## src/rtl/dld_pkg.sv

```systemverilog
package dld_pkg;
  localparam int unsigned DLD_CODE_W = 4;
  localparam int unsigned DLD_LANES  = 2;

  typedef struct packed {
    logic                  hold_max;
    logic [DLD_CODE_W-1:0] len;
  } dld_ctrl_t;
endpackage

```

## src/rtl/dld_ctrl_reg.sv

```systemverilog
module dld_ctrl_reg
  import dld_pkg::*;
#(
  parameter int unsigned USE_RST = 1
) (
  input  logic                  clk,
  input  logic                  rst,
  input  logic [DLD_CODE_W-1:0] len_in,
  input  logic                  hold_in,
  output dld_ctrl_t             ctrl_q
);
  localparam bit RST_ON = (USE_RST != 0);
  logic rst_eff;
  assign rst_eff = RST_ON & rst;

  always_ff @(posedge clk) begin
    if (rst_eff) begin
      ctrl_q <= '0;
    end else begin
      ctrl_q.len      <= len_in;
      ctrl_q.hold_max <= hold_in;
    end
  end
endmodule

```

## src/rtl/dld_lane.sv

```systemverilog
module dld_lane #(
  parameter int unsigned W       = 4,
  parameter int unsigned CODE_W  = 4,
  parameter int unsigned STAGES  = 17,
  parameter int unsigned USE_RST = 1
) (
  input  logic              clk,
  input  logic              rst,
  input  logic [W-1:0]      din,
  input  logic              force_max,
  input  logic [CODE_W-1:0] len,
  output logic [W-1:0]      dout,
  output logic [W-1:0]      tail
);
  localparam int unsigned SEL_W = $clog2(STAGES);
  localparam bit          RST_ON = (USE_RST != 0);

  logic         rst_eff;
  logic [W-1:0] stage_in [STAGES];
  logic [W-1:0] stage_q  [STAGES];
  logic [SEL_W-1:0] sel;
  logic [W-1:0]     tapped;

  assign rst_eff = RST_ON & rst;

  assign stage_in[0] = din;
  for (genvar g = 1; g < STAGES; g++) begin : g_link
    assign stage_in[g] = stage_q[g-1];
  end

  for (genvar g = 0; g < STAGES; g++) begin : g_stage
    always_ff @(posedge clk) begin
      if (rst_eff) stage_q[g] <= '0;
      else         stage_q[g] <= stage_in[g];
    end
  end

  always_comb begin
    if (force_max) sel = SEL_W'(STAGES - 1);
    else           sel = SEL_W'(len) + SEL_W'(1);
  end

  always_comb begin
    tapped = '0;
    for (int i = 1; i < STAGES; i++) begin
      if (sel == SEL_W'(i)) tapped = stage_q[i];
    end
  end

  always_ff @(posedge clk) begin
    if (rst_eff) dout <= '0;
    else         dout <= tapped;
  end

  assign tail = stage_q[STAGES-1];
endmodule

```

## src/rtl/dual_delay_line.sv

```systemverilog
module dual_delay_line
  import dld_pkg::*;
#(
  parameter int unsigned LANE_W  = 4,
  parameter int unsigned USE_RST = 1
) (
  input  logic                          clk,
  input  logic                          rst,
  input  logic [DLD_LANES*LANE_W-1:0]   d,
  input  logic [DLD_CODE_W-1:0]         len_code,
  input  logic                          mode,
  output logic [DLD_LANES*LANE_W-1:0]   y
);
  localparam int unsigned STAGES = (1 << DLD_CODE_W) + 1;

  dld_ctrl_t   ctrl_q;
  logic [LANE_W-1:0] tail_w [DLD_LANES];

  dld_ctrl_reg #(.USE_RST(USE_RST)) u_ctrl (
    .clk     (clk),
    .rst     (rst),
    .len_in  (len_code),
    .hold_in (mode),
    .ctrl_q  (ctrl_q)
  );

  for (genvar ln = 0; ln < DLD_LANES; ln++) begin : g_lane
    logic pin_max;
    if (ln == DLD_LANES - 1) begin : g_top
      assign pin_max = ctrl_q.hold_max;
    end else begin : g_low
      assign pin_max = 1'b0;
    end

    dld_lane #(
      .W       (LANE_W),
      .CODE_W  (DLD_CODE_W),
      .STAGES  (STAGES),
      .USE_RST (USE_RST)
    ) u_lane (
      .clk       (clk),
      .rst       (rst),
      .din       (d[ln*LANE_W +: LANE_W]),
      .force_max (pin_max),
      .len       (ctrl_q.len),
      .dout      (y[ln*LANE_W +: LANE_W]),
      .tail      (tail_w[ln])
    );
  end
endmodule

```

## config.mk

```make
export PLATFORM = sky130hd
export DESIGN_NAME = dual_delay_line
export DESIGN_NICKNAME = d
export VERILOG_FILES = /design/src/rtl/dld_pkg.sv /design/src/rtl/dld_ctrl_reg.sv /design/src/rtl/dld_lane.sv /design/src/rtl/dual_delay_line.sv
export SDC_FILE = /design/constraint.sdc
export NUM_CORES = 1
export LEC_CHECK = 0
export ABC_AREA = 1
export BUFFER_PORTS_ARGS = -buffer_cell sky130_fd_sc_hd__buf_2
export CORE_ASPECT_RATIO = 1.1
export CORE_UTILIZATION = 40
export DETAILED_ROUTE_END_ITERATION = 16
export PLACE_DENSITY = 0.68
export SETUP_SLACK_MARGIN = 0.05
export SLEW_MARGIN = 40
export SYNTH_ARGS = -nofsm -noshare
export SYNTH_HDL_FRONTEND = slang
export SYNTH_HIERARCHICAL = 1
export SYNTH_SLANG_ARGS = --single-unit
```

## constraint.sdc

```tcl
create_clock -name clk -period 2.1 [get_ports clk]
set_input_delay 0.315 -clock clk [delete_from_list [all_inputs] [get_ports clk]]
set_output_delay 0.315 -clock clk [all_outputs]
set_load 0.005 [all_outputs]
```

* Word level (Yosys, flattened, before mapping)
Memory sizes are Yosys's and may differ from the RTL's. Cells that the tools add are included.
Word-level totals: register bits after elaboration 13, bits in latches 0, memory bits (writable) 136, memory bits (read-only) 0, input port bits 15, output and inout port bits 8, memories kept 2
Memories:
- g_lane[0].u_lane.stage_q | words 17, bits a word 4, rd ports 17, clocked after memory_dff 0, wr ports 17, line dld_lane.sv:20 | logic [W-1:0] stage_q [STAGES];
- g_lane[1].u_lane.stage_q | words 17, bits a word 4, rd ports 17, clocked after memory_dff 0, wr ports 17, line dld_lane.sv:20
Cells by class: add/subtract/negate cells 1, multiply operators 0, div/mod/pow operators 0, magnitude comparators 0, eq/ne operators 32, shift operators 0, muxes and demuxes 70, bitwise gates (word level) 34, reduce and logical (&&, ||, !) cells 0
Operators with widths (number):
- $mux 4 | 66
- $eq 5x4->1 const B | 16
- $eq 5x3->1 const B | 8
- $or 1x1->1 | 34
- $eq 5x2->1 const B | 4
- $eq 5x1->1 const B | 2
- $eq 5x5->1 const B | 2
- $add 4x1->5 const B | 1
- $mux 5 | 1
- $mux 1 | 3

* Logic depth before layout (Yosys ltp)
Gate-level depths: netlist (run 1).
depth after elaboration 19, depth in mapped cells 19

* Modules after synthesis
Netlist (run 1), hierarchy kept.
By module, submodules not included:
- dld_lane (g_lane[0].u_lane) | instances 1, cells each 397, area each 2885.3 µm², seq. area each 1441.4 µm²
- dld_lane (g_lane[1].u_lane) | instances 1, cells each 391, area each 2791.4 µm², seq. area each 1441.4 µm²
- dld_ctrl_reg | instances 1, cells each 15, area each 137.6 µm², seq. area each 100.1 µm²
- dual_delay_line | instances 1, cells each 1, area each 3.8 µm², seq. area each 0.0 µm²

* Worst setup path before layout (run 1)
Ideal clock, no wire load.
path kind register to register, from register, netlist name u_ctrl/ctrl_q[0], to register g_lane[0].u_lane.dout[1], library setup time 0.128 ns, data arrival time 1.876 ns, data required time 1.972 ns, path slack 0.096 ns, stages on the path, launching flop included 14, cells stage by stage dfxtp_1 ha_1 o21ai_1 inv_1 nor2_1 nand2_4 o21ai_1 inv_1 nand2_1 nand4_1 nand2_1 nand4_1 nor2_1 nor2_1
Between the ends: word-level cells in the longest chain between the ends 18, elaborated cells on any way between the ends 33, those cells by class 1 x add/sub; 16 x eq/ne; 16 x mux
RTL lines:
- $add 4x1->5 (*) | line dld_lane.sv:40 | else sel = SEL_W'(len) + SEL_W'(1);
- $eq 5x1->1 | line dld_lane.sv:46 | if (sel == SEL_W'(i)) tapped = stage_q[i];
- $mux 4 (15 in a row) | line dld_lane.sv:46
- $mux 4 (*) | line dld_lane.sv:46
- end signal, assigned | line dld_lane.sv:52 | else dout <= tapped;
- end, declared | line dld_lane.sv:12 | output logic [W-1:0] dout,
Every way passes the cells marked *; elsewhere a longest branch is shown, timed or not. A chain may end at the register's enable or synchronous reset.

* Worst setup path in the final report (run 1)
from register, netlist name u_ctrl/ctrl_q[0], to register g_lane[1].u_lane.dout[2]
Between the ends: word-level cells in the longest chain between the ends 19, elaborated cells on any way between the ends 34, those cells by class 1 x add/sub; 16 x eq/ne; 17 x mux
RTL lines:
- $add 4x1->5 (*) | line dld_lane.sv:40
- $mux 5 (*) | line dld_lane.sv:39 | if (force_max) sel = SEL_W'(STAGES - 1);
- $eq 5x1->1 | line dld_lane.sv:46
- $mux 4 (15 in a row) | line dld_lane.sv:46
- $mux 4 (*) | line dld_lane.sv:46
- end signal, assigned | line dld_lane.sv:52
- end, declared | line dld_lane.sv:12
Marks and branches as above.

==> run metrics, run 1 <==
sum of negative setup slack=0 ns; Synth async-reset ratio=0; worst hold slack=0.1028 ns; peak fanout along the critical path=7; CP Capture Type=flop; Psw=1.377 mW; HP Class=in -> reg; dominant cells by area after synthesis=dfxtp_1 51%, nor2_1 13%, inv_1 12%; Final period util=0.9817; Final nets=888; final instance area=0.007308 mm2; Bufs on Longest Clock Path=2; CTS Buf Count=17; core area=0.01402 mm2; Skew-Pair Late Insertion Delay=0.41 ns; Synth Register Bits=149; Power Dens Cells=900.8 mW/mm2; WL final=11.47 mm; post-layout util=0.5213; Post-synth EDFFs=0; Seq pwr share=0.439; area grow syn2layout=25.61%; Tot GR Track Use=0.1678; Synth cell types=27; I/O pin count=23; First-pass DRT Iterations=5; final count of hold timing violations=0; via count=4635; Max-Cap Viols=0; synth cell count leaders=206 x nor2_1, 191 x inv_1, 149 x dfxtp_1, 119 x nand2_1, 28 x nand4_1; Worst Skew=0.006159 ns; layout filler cell count=1334; Worst Path Arrival=2.38 ns; Final ANT Viol Nets=0; worst setup margin=0.03835 ns; maximum clock rate=485.0 MHz; Synth Warn #=6; Placed Area=0.006371 mm2; die area=0.01503 mm2; dpl cells=1031; status=complete, no violations; Comb pwr share=0.061; clk root buf=clkbuf_16; leakage=3.092 nW; row cnt=45; ys flop type=dfxtp_1; Antenna diodes=0; Worst setup SP type=flop; CP top delay family=simple AND/OR/NAND/NOR gates; Net Sw Frac=0.2092; post-synth top area cell=dfxtp_1; # setup viols final=0; CTS HTree Levels=4; Post-CTS Hold Buffers=0; WS Path Type=reg -> reg; syn_area_per_cell=7.236 um2; PortBufs=22; first-pass GRT wire length=19.51 mm; number of global-route vias before repair=4440; top cell type's share of synthesized area=0.5127; initial antenna violation count=0; clock power share=0.500; initial core utilization=0.4150; die extent in x=117.0 um; Tot Pwr=6.583 mW; post-synthesis sequential area ratio=0.5127; Syn Inst Count=804; CP max stage cell=dfxtp_4; unrepaired setup endpoints after global routing=true; Largest stage delay, worst path=0.37 ns; WL/cell=10.72 um; min cycle time layout=2.062 ns; initial DRC count=290; Worst Path Required=2.41 ns; critical path, cell by cell=ha_4, nand2_4, nand2_4, nor2_4, inv_4, nand2_4, nor2_4, nand2_2, nand3_1, nor2_1, nand4_1, nand2_1, nand4_1, nor2_2, nand4_1, nand2_1, inv_1; grt total ovfl=0; Worst-path clk slew=0.06 ns; peak supply drop=514.3 uV; top-count cell post-synth=nor2_1; P_int=5.206 mW; Die H=128.5 um; DP Wirelength=7.782 mm; Vias/cell=4.332; mapped cell area=0.005818 mm2; CTS tree=yes; layout cells sized above 1=0.1893; GP Congestion=0.8163; largest net degree at the start of global routing=45; clock sinks=149; Final Max Tran Viols=0; Finished Layout Cells=1070; residual DRC count=0; worst slack, placed=-0.06027 ns; Bufs and invs on worst path=2
## worst reg2reg max path, delay by kind of cell (launching register included)
kind,cells,cell delay (ns)
DFF,1,0.37
and+or+nand+nor,14,1.29
adders and majority gates,1,0.18
buffers and inverters,2,0.11
## worst paths after layout
path,slack [ns],to,depth (start not counted),startpoint
max reg2reg,0.04,g_lane[1].u_lane/dout[2],17,u_ctrl/ctrl_q[0]
min reg2reg,0.40,g_lane[1].u_lane/stage_q[1][0],2,g_lane[1].u_lane/stage_q[0][0]
max,0.04,g_lane[1].u_lane/dout[2],17,u_ctrl/ctrl_q[0]
min,0.10,g_lane[0].u_lane/stage_q[0][0],3,d[0]
## layout make-up
cell class,count,area [um2],area share
clock buffer,21,470.5,0.06437
multi-input combinational,437,2190,0.2996
tap,188,235.2,0.03219
timing repair buffer,63,469.2,0.06420
sequential,149,2994,0.4097
clock inverter,9,175.2,0.02397
inverter,203,774.5,0.1060
## cell families (layout without fill, tap and decap cells)
logic type / after synthesis / after routing / synth area share
simple gates: 409 / 410 / 0.3163
buf+inv: 220 / 296 / 0.1441
flops: 149 / 149 / 0.5127
compound gates: 23 / 23 / 0.02194
fa+ha+maj: 2 / 2 / 0.004300
other cells: 1 / 2 / 0.0006445
## power by group through the flow
stage / Combinational [mW] / Sequential [mW] / Clock [mW]
after floorplan: 0.224 / 2.94 / 0
after global placement: 0.340 / 2.95 / 0
after detailed placement: 0.342 / 2.95 / 0
after CTS: 0.359 / 2.89 / 3.34
after global routing: 0.454 / 2.89 / 3.48
final: 0.405 / 2.89 / 3.29
## what timing repair did
action                     4_1_cts  5_1_grt
gates cloned                     0        1
pin swaps                        5       28
setup endpoints to repair        8        8
resized for setup               18       42
buffers inserted                 2        6
## state kept, by name, indices dropped and copies added (netlist names)
register               cells
g_lane.u_lane/dout         8
g_lane.u_lane/stage_q    136
u_ctrl/ctrl_q              5
## metal layers
| layer | global-route usage | vias up | routed length, um | share of wire |
|---|---|---|---|---|
| met3 | 0.05464 | 13 | 345 | 0.030 |
| li1 | - | 2463 | - | - |
| met1 | 0.1979 | 2113 | 5293 | 0.46 |
| met5 | 0 | - | 0 | 0 |
| met2 | 0.2868 | 46 | 5681 | 0.50 |
| met4 | 0.05287 | 0 | 145 | 0.013 |
## cells in the final DEF, fill, tap and decap left out, types with 3 or more instances in the layout
master / n
buf_12: 3
buf_2: 21
buf_4: 36
buf_6: 3
bufinv_16: 5
clkbuf_16: 17
clkbuf_8: 3
dfxtp_1: 146
dfxtp_4: 3
inv_1: 189
inv_2: 11
nand2_1: 113
nand2_2: 8
nand2_4: 7
nand3_1: 23
nand3_2: 5
nand3_4: 3
nand4_1: 28
nor2_1: 192
nor2_2: 8
nor2_4: 17
o21ai_0: 11
o21ai_1: 7
Note: power is estimated with default switching activity, not from simulation.
==> run 2: changes to the inputs <==
- CORE_ASPECT_RATIO: 1.1 -> 0.8
- SLEW_MARGIN: 40 -> not set
==> run metrics, run 2 (synthesis results as in run 1) <==
status=complete, no violations; unrepaired setup endpoints after global routing=true; initial DRC count=315; GR Util met3=0.04841; total stage count of the critical path=17; layout filler cell count=1336; First-pass DRT Iterations=5; Largest stage delay, worst path=0.37 ns; initial core utilization=0.4083; leading cell types in the layout, fill and taps excluded=189 x nor2_1, 187 x inv_1, 146 x dfxtp_1; final instance area=0.007351 mm2; row cnt=39; leakage=3.162 nW; worst slack, placed=-0.08237 ns; Finished Layout Cells=1071; peak fanout along the critical path=5; max reg flops=136; CTS HTree Levels=4; min cycle time layout=2.098 ns; grt total ovfl=0; M1 GR Usage=0.2097; final count of hold timing violations=0; Worst-path clk slew=0.06 ns; via count=4553; Placed Area=0.006371 mm2; Worst Skew=0.007233 ns; Final ANT Viol Nets=0; clock sinks=149; WL/cell=10.56 um; Tot GR Track Use=0.1578; peak supply drop=557.8 uV; r2r worst-path depth=17; WL final=11.31 mm; number of global-route vias before repair=4128; initial antenna violation count=0; die area=0.01503 mm2; Worst setup SP type=flop; GP Congestion=0.8109; Seq pwr share=0.457; CP top delay family=simple AND/OR/NAND/NOR gates; die extent in x=136.8 um; Worst Path Required=2.41 ns; PortBufs=22; residual DRC count=0; CTS Buf Count=17; # setup viols final=0; top flop regs=g_lane.u_lane/stage_q (136), g_lane.u_lane/dout (8), u_ctrl/ctrl_q (5); largest net degree at the start of global routing=81; worst setup margin=0.002127 ns; I/O pin count=23; Max-Cap Viols=0; CP max stage cell=dfxtp_4; HP Class=in -> reg; Bufs and invs on worst path=2; maximum clock rate=476.7 MHz; Worst Path Arrival=2.41 ns; Power Dens Cells=859.0 mW/mm2; Comb pwr share=0.067; Final Max Tran Viols=0; Final nets=891; Bufs on Longest Clock Path=2; area grow syn2layout=26.34%; WS Path Type=reg -> reg; Antenna diodes=0; Skew-Pair Late Insertion Delay=0.41 ns; Post-CTS Hold Buffers=0; first-pass GRT wire length=18.31 mm; Vias/cell=4.251; core area=0.01425 mm2; critical path, cell by cell=ha_4, nand2_4, nand2_4, nor2_4, inv_4, nand2_4, nor2_4, nand2_2, nand3_2, nor2_2, nand4_1, nand2_1, nand4_1, nor2_2, nand4_1, nand2_1, inv_1; CTS tree=yes; dpl cells=1026; met2 Track Usage GR=0.2411; Final period util=0.9990; GR peak layer=met2; leading cell type in the layout, fill and taps excluded=nor2_1; Hold Crit Depth=3; CP Capture Type=flop; Die H=109.9 um; post-layout util=0.5159; DP Wirelength=7.246 mm; clk root buf=clkbuf_16; sum of negative setup slack=0 ns; Net Sw Frac=0.2250; Psw=1.420 mW; layout cells sized above 1=0.2176; largest reg by FF count=g_lane.u_lane/stage_q; P_int=4.894 mW; clock power share=0.476
## run 2: cell type report
type | count | area (um2) | share of cell area
well taps | 184 | 230.2 | 0.03132
repair buffers | 66 | 524.3 | 0.07132
multi-input cells | 437 | 2240 | 0.3047
clock inverters | 13 | 157.7 | 0.02145
clock buffers | 19 | 432.9 | 0.05889
flip-flops and latches | 149 | 2994 | 0.4073
inverters | 203 | 772.0 | 0.1050
## run 2: power groups by stage
stage                     clock [mW]  sequential (mW)  combinational, mW
final                           3.01             2.88              0.423
after global routing            3.21             2.89              0.468
after CTS                       3.08             2.88              0.363
after detailed placement           0             2.95              0.342
after global placement             0             2.94              0.340
after floorplan                    0             2.94              0.224
## run 2: repair_timing
action / 4_1_cts / 5_1_grt
resized for setup: 16 / 62
setup buffers: 5 / 7
pin swaps: 11 / 48
cloned: 1 / 0
setup endpoints to repair: 8 / 8
## run 2: final timing paths
| path | start | endpoint | slack, ns |
|---|---|---|---|
| max | u_ctrl/ctrl_q[0] | g_lane[1].u_lane/dout[2] | 0.002 |
| min | d[2] | g_lane[0].u_lane/stage_q[0][2] | 0.10 |
| max reg2reg | u_ctrl/ctrl_q[0] | g_lane[1].u_lane/dout[2] | 0.002 |
| min reg2reg | g_lane[0].u_lane/stage_q[0][2] | g_lane[0].u_lane/stage_q[1][2] | 0.40 |
## run 2: worst reg2reg max path, delay by kind of cell, from the launching register on
| kind | cells | cell delay (ns) |
|---|---|---|
| buffers and inverters | 2 | 0.11 |
| AND/OR/NAND/NOR | 14 | 1.32 |
| flip-flops | 1 | 0.37 |
| adder cells (fa/ha/maj) | 1 | 0.18 |
## run 2: through the flow
stage               power, mW  hold slack [ns]
global placement        3.285           0.3899
CTS                     6.323          0.08759
finish                  6.314           0.1006
global route            6.562          0.08883
detailed placement      3.288           0.3944
floorplan               3.168           0.3862
## run 2: metal layers
metal / up-vias / share of wire
met5: - / 0
li1: 2482 / -
met3: 12 / 0.039
met4: 0 / 0.0078
met2: 53 / 0.45
met1: 2006 / 0.51
==> run 3: changes to the inputs <==
- CTS_BUF_LIST: not set -> sky130_fd_sc_hd__clkbuf_8
- MAX_ROUTING_LAYER: not set -> met4
- PLACE_DENSITY: 0.68 -> not set
==> run metrics, run 3 (synthesis results as in run 1) <==
Worst Skew=0.01119 ns; initial core utilization=0.4083; final count of hold timing violations=0; clock sinks=149; peak fanout along the critical path=7; PortBufs=22; grt total ovfl=0; peak supply drop=409.6 uV; largest net degree at the start of global routing=44; CP Capture Type=flop; HP Class=in -> reg; number of global-route vias before repair=4037; CTS tree=yes; die area=0.01503 mm2; Final ANT Viol Nets=0; I/O pin count=23; critical path, cell by cell=ha_2, nor2_1, nor2_2, nand2_4, buf_12, nand2_2, inv_1, nand3_1, nand3_1, nor2_2, nand4_1, nand2_1, nand3_1, nand2_1, nand4_1, nor2_1, nor2_1; largest reg by FF count=g_lane.u_lane/stage_q; unrepaired setup endpoints after global routing=true; Skew-Pair Late Insertion Delay=0.43 ns; CP max stage cell=dfxtp_4; top flop regs=g_lane.u_lane/stage_q (136), g_lane.u_lane/dout (8), u_ctrl/ctrl_q (5); worst hold slack=0.07704 ns; Max-Cap Viols=0; WS Path Type=reg -> reg; Final nets=892; clk root buf=clkbuf_8; leading cell type in the layout, fill and taps excluded=inv_1; Largest stage delay, worst path=0.37 ns; row cnt=39; CTS Buf Count=17; Worst Path Arrival=2.40 ns; DP Wirelength=7.625 mm; Worst setup SP type=flop; Vias/cell=4.136; via count=4430; Worst-path clk slew=0.07 ns; GP Congestion=0.8130; Final Max Tran Viols=0; Antenna diodes=0; initial DRC count=249; WL/cell=9.978 um; # setup viols final=0; Worst Path Required=2.42 ns; Power Dens Cells=754.1 mW/mm2; Tot GR Track Use=0.1646; max reg flops=136; layout cells sized above 1=0.1871; leakage=2.999 nW; maximum clock rate=480.7 MHz; Die H=109.9 um; First-pass DRT Iterations=5; die extent in x=136.8 um; initial antenna violation count=0; status=complete, no violations; Bufs on Longest Clock Path=2; residual DRC count=0; Tot Pwr=5.247 mW; area grow syn2layout=19.59%; CTS HTree Levels=4; core area=0.01425 mm2; WL final=10.69 mm; first-pass GRT wire length=18.44 mm; min cycle time layout=2.080 ns; Final period util=0.9906; leading cell types in the layout, fill and taps excluded=194 x inv_1, 192 x nor2_1, 146 x dfxtp_1
[run 3: cell type report]
| cell class | instances | area (um2) |
|---|---|---|
| fillers | 1460 | 7291 |
| flip-flops and latches | 149 | 2989 |
| multi-input cells | 436 | 2095 |
| inverters | 203 | 769.5 |
| repair buffers | 68 | 520.5 |
| clock buffers | 19 | 261.5 |
| well taps | 184 | 230.2 |
| clock inverters | 12 | 92.59 |
[run 3: worst paths after layout]
kind,end,slack (ns),cells after the start,startpoint
worst max-delay path,g_lane[0].u_lane/dout[2],0.02,17,u_ctrl/ctrl_q[0]
worst min-delay path,u_ctrl/ctrl_q[0],0.08,3,len_code[0]
worst max register to register,g_lane[0].u_lane/dout[2],0.02,17,u_ctrl/ctrl_q[0]
worst min register to register,g_lane[0].u_lane/stage_q[1][2],0.40,2,g_lane[0].u_lane/stage_q[0][2]
[run 3: metal layers]
| metal | routed length, um | share of wire | vias up | global-route usage |
|---|---|---|---|---|
| met5 | 0 | 0 | - | - |
| met4 | 44 | 0.0041 | 0 | 0.05887 |
| met3 | 330 | 0.031 | 2 | 0.04288 |
| met2 | 4324 | 0.40 | 58 | 0.2310 |
| met1 | 5987 | 0.56 | 1900 | 0.2261 |
| li1 | - | - | 2470 | - |
[run 3: worst max-delay path: cells and delay by family (launching register included)]
family / cells / cell delay [ns]
fa+ha+maj: 1 / 0.18
simple gates: 14 / 1.21
flops: 1 / 0.37
buf+inv: 2 / 0.20
[run 3: stage by stage]
step	util	setup TNS (ns)	cells	setup WS, ns	instance area [um2]
global placement	0.4522	-0.1014	1034	-0.03705	6444
finish	0.4883	0	1071	0.01966	6958
floorplan	-	0	805	0.09643	5822
global route	0.4883	-1.225	1071	-0.2018	6958
detailed placement	0.4522	-0.3217	1034	-0.1164	6444
CTS	0.4788	0	1066	0.00005906	6823
[run 3: repair_timing]
action / CTS / global route
hold buffers: 0 / 0
gates resized for setup: 8 / 28
buffers inserted: 1 / 5
endpoints found under the setup margin: 8 / 8
pin swaps: 1 / 9
[run 3: report_power, final]
group	switching (mW)	internal [mW]
Combinational	0.236	0.154
Sequential	0.0178	2.86
Clock	1.01	0.972
Total	1.26	3.99
